===== config.mk =====
export PLATFORM = sky130hd
export DESIGN_NAME = sw_rom_search
export DESIGN_NICKNAME = d
export VERILOG_FILES = /design/src/rtl/sw_search_pkg.sv /design/src/rtl/sw_branch_pick.sv /design/src/rtl/sw_cmd_fmt.sv /design/src/rtl/sw_rom_search.sv
export SDC_FILE = /design/constraint.sdc
export NUM_CORES = 1
export LEC_CHECK = 0
export BUFFER_PORTS_ARGS = -buffer_cell sky130_fd_sc_hd__buf_2
export CORE_MARGIN = 10
export CORE_UTILIZATION = 50
export DETAILED_ROUTE_END_ITERATION = 8
export GPL_ROUTABILITY_DRIVEN = 0
export HOLD_SLACK_MARGIN = 0.08
export PLACE_DENSITY = 0.74
export SYNTH_ARGS = -nofsm -noshare
export SYNTH_HDL_FRONTEND = slang
export SYNTH_SLANG_ARGS = --single-unit

===== constraint.sdc =====
create_clock -name clk -period 3.2 [get_ports clk]
set_input_delay 0.64 -clock clk [delete_from_list [all_inputs] [get_ports clk]]
set_output_delay 0.64 -clock clk [all_outputs]
set_load 0.02 [all_outputs]

===== src/rtl/sw_search_pkg.sv =====
package sw_search_pkg;

    typedef enum logic [2:0] {
        S_IDLE,
        S_RST,
        S_CMD,
        S_RD1,
        S_RD2,
        S_WR
    } state_t;

    localparam logic [1:0] KIND_RESET = 2'd0;
    localparam logic [1:0] KIND_BYTE  = 2'd1;
    localparam logic [1:0] KIND_BIT   = 2'd2;

    localparam logic [7:0] SEARCH_CMD = 8'hF0;

endpackage


===== src/rtl/sw_branch_pick.sv =====
module sw_branch_pick #(
    parameter int IDX_W = 6
) (
    input  logic             rd_true,
    input  logic             rd_comp,
    input  logic [IDX_W-1:0] pos,
    input  logic [IDX_W-1:0] last_disc,
    input  logic             prev_bit,
    output logic             dir,
    output logic             zero_pick,
    output logic             silent
);

    logic split;

    always_comb begin
        split  = !rd_true && !rd_comp;
        silent = rd_true && rd_comp;
        if (split) begin
            if (pos < last_disc) dir = prev_bit;
            else                 dir = (pos == last_disc);
        end else begin
            dir = rd_true;
        end
        zero_pick = split && !dir;
    end

endmodule


===== src/rtl/sw_cmd_fmt.sv =====
module sw_cmd_fmt
    import sw_search_pkg::*;
(
    input  state_t      state,
    input  logic        dir,
    output logic [1:0]  kind,
    output logic [7:0]  data
);

    always_comb begin
        kind = KIND_RESET;
        data = 8'h00;
        case (state)
            S_RST: kind = KIND_RESET;
            S_CMD: begin
                kind = KIND_BYTE;
                data = SEARCH_CMD;
            end
            S_RD1, S_RD2: begin
                kind = KIND_BIT;
                data = 8'h01;
            end
            S_WR: begin
                kind = KIND_BIT;
                data = {7'b0, dir};
            end
            default: ;
        endcase
    end

endmodule


===== src/rtl/sw_rom_search.sv =====
module sw_rom_search
    import sw_search_pkg::*;
#(
    parameter int ID_W = 64
) (
    input  logic            clk,
    input  logic            rst_n,
    input  logic            start_i,
    input  logic            restart_i,
    output logic            cmd_valid_o,
    output logic [1:0]      cmd_kind_o,
    output logic [7:0]      cmd_data_o,
    input  logic            rsp_done_i,
    input  logic            rsp_bit_i,
    output logic [ID_W-1:0] id_o,
    output logic            id_valid_o,
    output logic            no_dev_o,
    output logic            finished_o
);

    localparam int             IDX_W    = $clog2(ID_W);
    localparam logic [IDX_W-1:0] LAST_POS = IDX_W'(ID_W - 1);

    typedef struct packed {
        state_t           state;
        logic             waiting;
        logic [IDX_W-1:0] pos;
        logic             rd_true;
        logic             dir;
        logic [ID_W-1:0]  acc;
        logic [ID_W-1:0]  prev_id;
        logic [IDX_W-1:0] last_disc;
        logic [IDX_W-1:0] last_zero;
        logic             finished;
        logic             id_valid;
        logic             no_dev;
    } regs_t;

    regs_t q, d;

    logic pick_dir, pick_zero, pick_silent, done;

    sw_branch_pick #(.IDX_W(IDX_W)) i_pick (
        .rd_true   (q.rd_true),
        .rd_comp   (rsp_bit_i),
        .pos       (q.pos),
        .last_disc (q.last_disc),
        .prev_bit  (q.prev_id[q.pos]),
        .dir       (pick_dir),
        .zero_pick (pick_zero),
        .silent    (pick_silent)
    );

    sw_cmd_fmt i_fmt (
        .state (q.state),
        .dir   (q.dir),
        .kind  (cmd_kind_o),
        .data  (cmd_data_o)
    );

    always_comb begin
        d           = q;
        d.id_valid  = 1'b0;
        d.no_dev    = 1'b0;
        cmd_valid_o = (q.state != S_IDLE) && !q.waiting;
        done        = q.waiting && rsp_done_i;
        if (cmd_valid_o) d.waiting = 1'b1;
        if (done)        d.waiting = 1'b0;

        case (q.state)
            S_IDLE: begin
                if (start_i && !q.finished) begin
                    d.state     = S_RST;
                    d.last_zero = '0;
                end else if (restart_i) begin
                    d.prev_id   = '0;
                    d.last_disc = '0;
                    d.finished  = 1'b0;
                end
            end
            S_RST: if (done) begin
                if (rsp_bit_i) begin
                    d.state = S_CMD;
                end else begin
                    d.state    = S_IDLE;
                    d.finished = 1'b1;
                    d.no_dev   = 1'b1;
                end
            end
            S_CMD: if (done) begin
                d.state = S_RD1;
                d.pos   = '0;
            end
            S_RD1: if (done) begin
                d.rd_true = rsp_bit_i;
                d.state   = S_RD2;
            end
            S_RD2: if (done) begin
                if (pick_silent) begin
                    d.state    = S_IDLE;
                    d.finished = 1'b1;
                    d.no_dev   = 1'b1;
                end else begin
                    d.dir   = pick_dir;
                    d.state = S_WR;
                    if (pick_zero) d.last_zero = q.pos;
                end
            end
            S_WR: if (done) begin
                d.acc = {q.dir, q.acc[ID_W-1:1]};
                if (q.pos == LAST_POS) begin
                    d.state     = S_IDLE;
                    d.prev_id   = {q.dir, q.acc[ID_W-1:1]};
                    d.last_disc = q.last_zero;
                    d.finished  = (q.last_zero == '0);
                    d.id_valid  = 1'b1;
                end else begin
                    d.pos   = q.pos + 1'b1;
                    d.state = S_RD1;
                end
            end
            default: d.state = S_IDLE;
        endcase
    end

    always_ff @(posedge clk or negedge rst_n) begin
        if (!rst_n) q <= '0;
        else        q <= d;
    end

    assign id_o       = q.prev_id;
    assign id_valid_o = q.id_valid;
    assign no_dev_o   = q.no_dev;
    assign finished_o = q.finished;

    // each command strobe lasts a single cycle
    p_cmd_pulse_r11: assert property (@(posedge clk) disable iff (!rst_n)
        cmd_valid_o |=> !cmd_valid_o);

    // the ID strobe is a single-cycle pulse
    p_id_pulse_r8: assert property (@(posedge clk) disable iff (!rst_n)
        id_valid_o |=> !id_valid_o);

    // a pass never yields both an ID and a no-device result
    p_excl_r2: assert property (@(posedge clk) disable iff (!rst_n)
        !(id_valid_o && no_dev_o));

    // an empty result always leaves the search finished
    p_nodev_fin_r6: assert property (@(posedge clk) disable iff (!rst_n)
        no_dev_o |-> finished_o);

    // start is ignored once finished
    p_start_ignored_r1: assert property (@(posedge clk) disable iff (!rst_n)
        (q.state == S_IDLE && finished_o && start_i) |=> (q.state == S_IDLE));

    // a write slot only follows the second read slot
    p_wr_order_r4: assert property (@(posedge clk) disable iff (!rst_n)
        (q.state == S_WR && $past(q.state) != S_WR) |-> $past(q.state) == S_RD2);

endmodule


Word level (Yosys, flattened, before mapping)
Cells that the tools add are included.
W data, S select, Z words.
Storage, ports and cells
  output and inout bits: 78
  logic and storage cells: 112
  register bits: 155
  input bits: 6
Operators by class
  bitwise operators: 1
  equal/unequal tests: 21
  add/sub/neg operators: 1
  $lt $le $gt $ge: 2
  mux-type cells: 46
  reduce and logical (&&, ||, !) cells: 29
Operator list (count)
  $mux W70: 4
  $pmux W70 S2: 1
  $mux W6: 6
  $ne A2 B2 Y1 const B: 14
  $pmux W6 S2: 2
  $pmux W8 S3: 1
  $mux W3: 7
  $pmux W3 S6: 1
  $mux W1: 15
  $reduce_and A5 Y1: 2
  $reduce_and A9 Y1: 1
  $mux W2: 4
  $reduce_bool A2 Y1: 4
  $lt A6 B7 Y1 const B: 1
  $mux W7: 1
  $add A6 B1 Y6 const B: 1
  $bmux W1 S6: 1
  $eq A3 B2 Y1 const B: 2
  $eq A3 B3 Y1 const B: 2
  $eq A6 B6 Y1: 1
  $eq A6 B6 Y1 const B: 1
  $logic_and A1 B1 Y1: 6
  $logic_not A6 Y1: 1
  $lt A6 B6 Y1: 1
  other kinds (15): 20

Logic depth before layout (Yosys ltp)
  depth in word-level cells: 10
  mapped depth: 12
  mapped depth without buffers: 10

Hierarchy
From an unflattened synthesis, not the netlist that was laid out.
Unflattened totals
  cell total of the unflattened synthesis: 706
  area total of the unflattened synthesis: 7288.2 sq um
Modules (own cells, without submodules)
  sw_rom_search: instances 1, cells an instance 660, seq. area each 3853.7 sq um, area each 6959.2 sq um
  sw_branch_pick: instances 1, cells an instance 32, seq. area each 0.0 sq um, area each 236.5 sq um
  sw_cmd_fmt: instances 1, cells an instance 14, seq. area each 0.0 sq um, area each 92.6 sq um

Least setup slack after synthesis
No wires, ideal clock.
  kind: register to register
  start: register q[145] in the netlist's numbering
  end: register q[4] in the netlist's numbering
  stages on the path, launching flop included: 13
  arrival time: 2393 ps
  path buffers: 2
  library setup time: 125 ps
  required time: 3075 ps
  slack: 681 ps
  clock period less this slack: 2519 ps
  cells stage by stage: dfrtp_1 > buf_2 > buf_2 > inv_1 > ha_1 > nor2b_1 > o21ai_1 > a21oi_1 > a211oi_1 > nor4b_2 > o2bb2ai_2 > and4_4 > o21ai_2
On the way
  word-level cells in the longest chain between the ends: 8
Ends and longest elaborated chain
  start, declared: line sw_rom_search.sv:39  | regs_t q, d;
  start signal, assigned: line sw_rom_search.sv:127  | if (!rst_n) q <= '0;
  start signal, assigned: line sw_rom_search.sv:128  | else q <= d;
  $bmux W1 S6: line sw_rom_search.sv:48  | .prev_bit (q.prev_id[q.pos]),
  $mux W1 (implied by the code): line sw_rom_search.sv:48
  $mux W1 (*): line sw_branch_pick.sv:20  | if (pos < last_disc) dir = prev_bit;
  $mux W1 (*): line sw_branch_pick.sv:19  | if (split) begin
  $logic_not A1 Y1 (*): line sw_branch_pick.sv:25  | zero_pick = split && !dir;
  $logic_and A1 B1 Y1 (*): line sw_branch_pick.sv:25
  $ne A2 B2 Y1 (no line) (*)
  $reduce_and A5 Y1 (no line) (*)
Mark *: on every way between the ends. The rest lies on a longest branch, timed or not. The select of a mux whose other input is x is not followed.
A chain may end at the register's enable or synchronous reset.

Worst setup path after layout
  start: register q[146] in the netlist's numbering
  end: register q, in the netlist finished_o
On the way
  word-level cells in the longest chain between the ends: 3
Ends and longest elaborated chain
  $eq A6 B6 Y1: line sw_rom_search.sv:111  | if (q.pos == LAST_POS) begin
  $ne A2 B2 Y1 (no line)
  $reduce_and A9 Y1 (no line)
Every way passes these cells.

==> summary.md <==
| Metric | Value |
|---|---|
| CTS root buf | `clkbuf_16` |
| Fin crit share | `0.896` |
| CTS Buf Count | `17` |
| Die height | `141 um` |
| Sink Count | `154` |
| Total Neg Setup Slack | `0 ps` |
| Actual slew at the worst max-slew pin | `785 ps` |
| Syn Area/Cell | `12.3 um2` |
| Final Critical Period | `2870 ps` |
| Inst Count DP | `768` |
| Maxcap violations | `0` |
| Core area | `0.0144 mm2` |
| Remaining DRCs | `0` |
| Worst setup SP type | `flip-flop` |
| Largest cells by area after synthesis | `dfrtp_1, a22o_1, buf_4` |
| CP Data Arrival Time | `3150 ps` |
| Clock transition at the registers of the reported paths | `60 ps` |
| Port bufs | `80` |
| Placed instance area | `0.00738 mm2` |
| FFs w/ async S/R, synth | `1.00` |
| Worst-skew pair later-pin latency | `410 ps` |
| Seq/Total Area, Yosys | `0.530` |
| Reg-to-reg setup timing slack | `330 ps` |
| Rel. slew slack | `0.477` |
| Leakage Power | `3.95 nW` |
| Share of post-route cells with drive strength above 1 | `0.301` |
| All-Layer GR Usage | `0.156` |
| Synthesis-stage register bit count | `154` |
| CTS tree | `yes` |
| Vias per cell | `5.92` |
| Post-Route WL | `15,300 um` |
| Number of nets in the layout | `619` |
| Post-synth top flop | `dfrtp_1` |
| Die Wd | `141 um` |
| Layout Cells excl Fill | `799` |
| Initial Util | `0.506` |
| Mean routed wirelength per cell | `19.1 um` |
| Area Growth Syn to Fin | `8.84%` |
| Initial DRC count | `357` |
| TritonRoute pass-1 iters | `7` |
| Clock Skew | `11.1 ps` |
| Top-area cell type share of the netlist area | `0.530` |
| Post-synth EDFFs | `0` |
| Vias | `4,732` |
| First-pass GRT wire length | `25,400 um` |
| RSZ-0062 raised after global routing | `no` |
| Rows | `44` |
| Vias in the first global route | `4,753` |
| Hold Slack | `156 ps` |
| Max clock buf depth | `2` |
| DP HPWL | `10,300 um` |
| Synth area leader | `dfrtp_1` |
| Largest net degree at the start of global routing | `74` |
| Peak VDD IR | `467 uV` |
| Antenna viol nets, final | `0` |
| Fill count | `1,166` |
| Final Hold Fails | `0` |
| Setup Buffers After CTS | `0` |
| Pwr dens | `637 mW/mm2` |
| Finished Cell Area | `0.00792 mm2` |
| Final core utilization | `0.551` |
| H-tree depth | `4` |
| Die area | `0.0198 mm2` |
| Antenna violations before repair | `0` |
| Cell variety after synth | `52` |
| CP Class | `flip-flop to flip-flop` |
| Synth top cells by count | `dfrtp_1, buf_4, a22o_1` |
| Required @ worst endpoint | `3480 ps` |
| # diodes | `0` |
| Post-CTS Resized | `0` |
| Post-CTS Hold Buffers | `0` |
| Top-count cell post-synth | `dfrtp_1` |
| # setup viols final | `0` |
| Mapped Cells | `593` |
| Max FO, Critical Path | `16` |
| Status | `finished, final reports clean` |
| Worst setup EP type | `flip-flop` |
| Total global routing overflow | `0` |
| Type of the most critical hold path | `input port to asynchronous set/reset pin` |
| Yosys warns | `0` |
| Post-Syn Area | `0.00728 mm2` |
| Peak Freq | `349 MHz` |
| Final Max Slew Viols | `0` |
| Num ports | `84` |
==> state kept, by name (all words and copies together) (netlist names) <==
name / flops
no_dev_o: 1
q: 87
finished_o: 1
id_valid_o: 1
id_o: 64
==> power by group <==
part           leakage [nW]  internal [W]  switching (W)  total, W
Sequential             2.13       0.00205       0.000161   0.00221
Clock                 0.255       0.00105       0.000760   0.00181
Combinational          1.56      0.000363       0.000667   0.00103
Total                  3.95       0.00346        0.00159   0.00505
==> metal layers <==
| metal | part of all wire | vias up | track usage |
|---|---|---|---|
| met2 | 0.49 | 153 | 0.252 |
| li1 | - | 2128 | - |
| met1 | 0.44 | 2432 | 0.199 |
| met4 | 0.015 | 0 | 0.0554 |
| met5 | 0 | - | 0 |
| met3 | 0.055 | 19 | 0.0373 |
==> cells in the final DEF, fill, tap and decap left out, drive strengths merged, types with 5 or more instances in the layout <==
cell type,netlist,routed
nand2,32,32
o21ai,19,19
and3,5,5
a22o,69,69
inv,13,14
nor2,19,19
nand3,10,10
ha,10,10
a21oi,7,7
dfrtp,154,154
nor3,5,5
clkbuf,26,22
mux2i,12,12
mux2,65,65
buf,79,94
mux4,10,10
nor2b,5,5
clkinv,1,5
a22oi,5,5
==> cells by family after synthesis <==
group | count (synthesis) | share of synthesized area
buf+inv | 119 | 0.0994
mux | 87 | 0.148
flops | 154 | 0.530
simple gates | 90 | 0.0593
compound gates | 132 | 0.146
other cells | 1 | 0.000515
fa+ha+maj | 10 | 0.0172
==> final cells by class <==
cell class	count	area, um2	area share
Sequential cell	154	3850	0.487
Timing Repair Buffer	94	524	0.0662
Inverter	14	52.6	0.00664
Clock buffer	22	474	0.0599
Tap cell	184	230	0.0291
Clock inverter	9	66.3	0.00837
Multi-Input combinational cell	322	2720	0.343
==> path summary, 6_finish.rpt <==
path / startpoint / to / cells after the start
setup / recovery: q[146] / finished_o / 8
hold / removal: rst_n / no_dev_o / 1
setup reg to reg: q[146] / finished_o / 8
hold reg to reg: q[12] / q[12] / 1
max in group asynchronous: rst_n / q[146] / 2
min in group clk: q[12] / q[12] / 1
==> stage by stage <==
stage | setup slack [ps] | power [W]
floorplan | 681 | 0.00296
global placement | 406 | 0.00323
detailed placement | 381 | 0.00325
CTS | 330 | 0.00507
global route | 132 | 0.00530
finish | 332 | 0.00505
==> worst max-delay path, cell delays in order (launching register included) <==
cell and delay [ps]:
dfrtp_1 680, buf_4 360, ha_1 250, nand3_1 120
nor3_1 150, buf_4 170, a211oi_1 90, a2111oi_0 540
mux2_1 370
(Power assumes the default switching activity.)
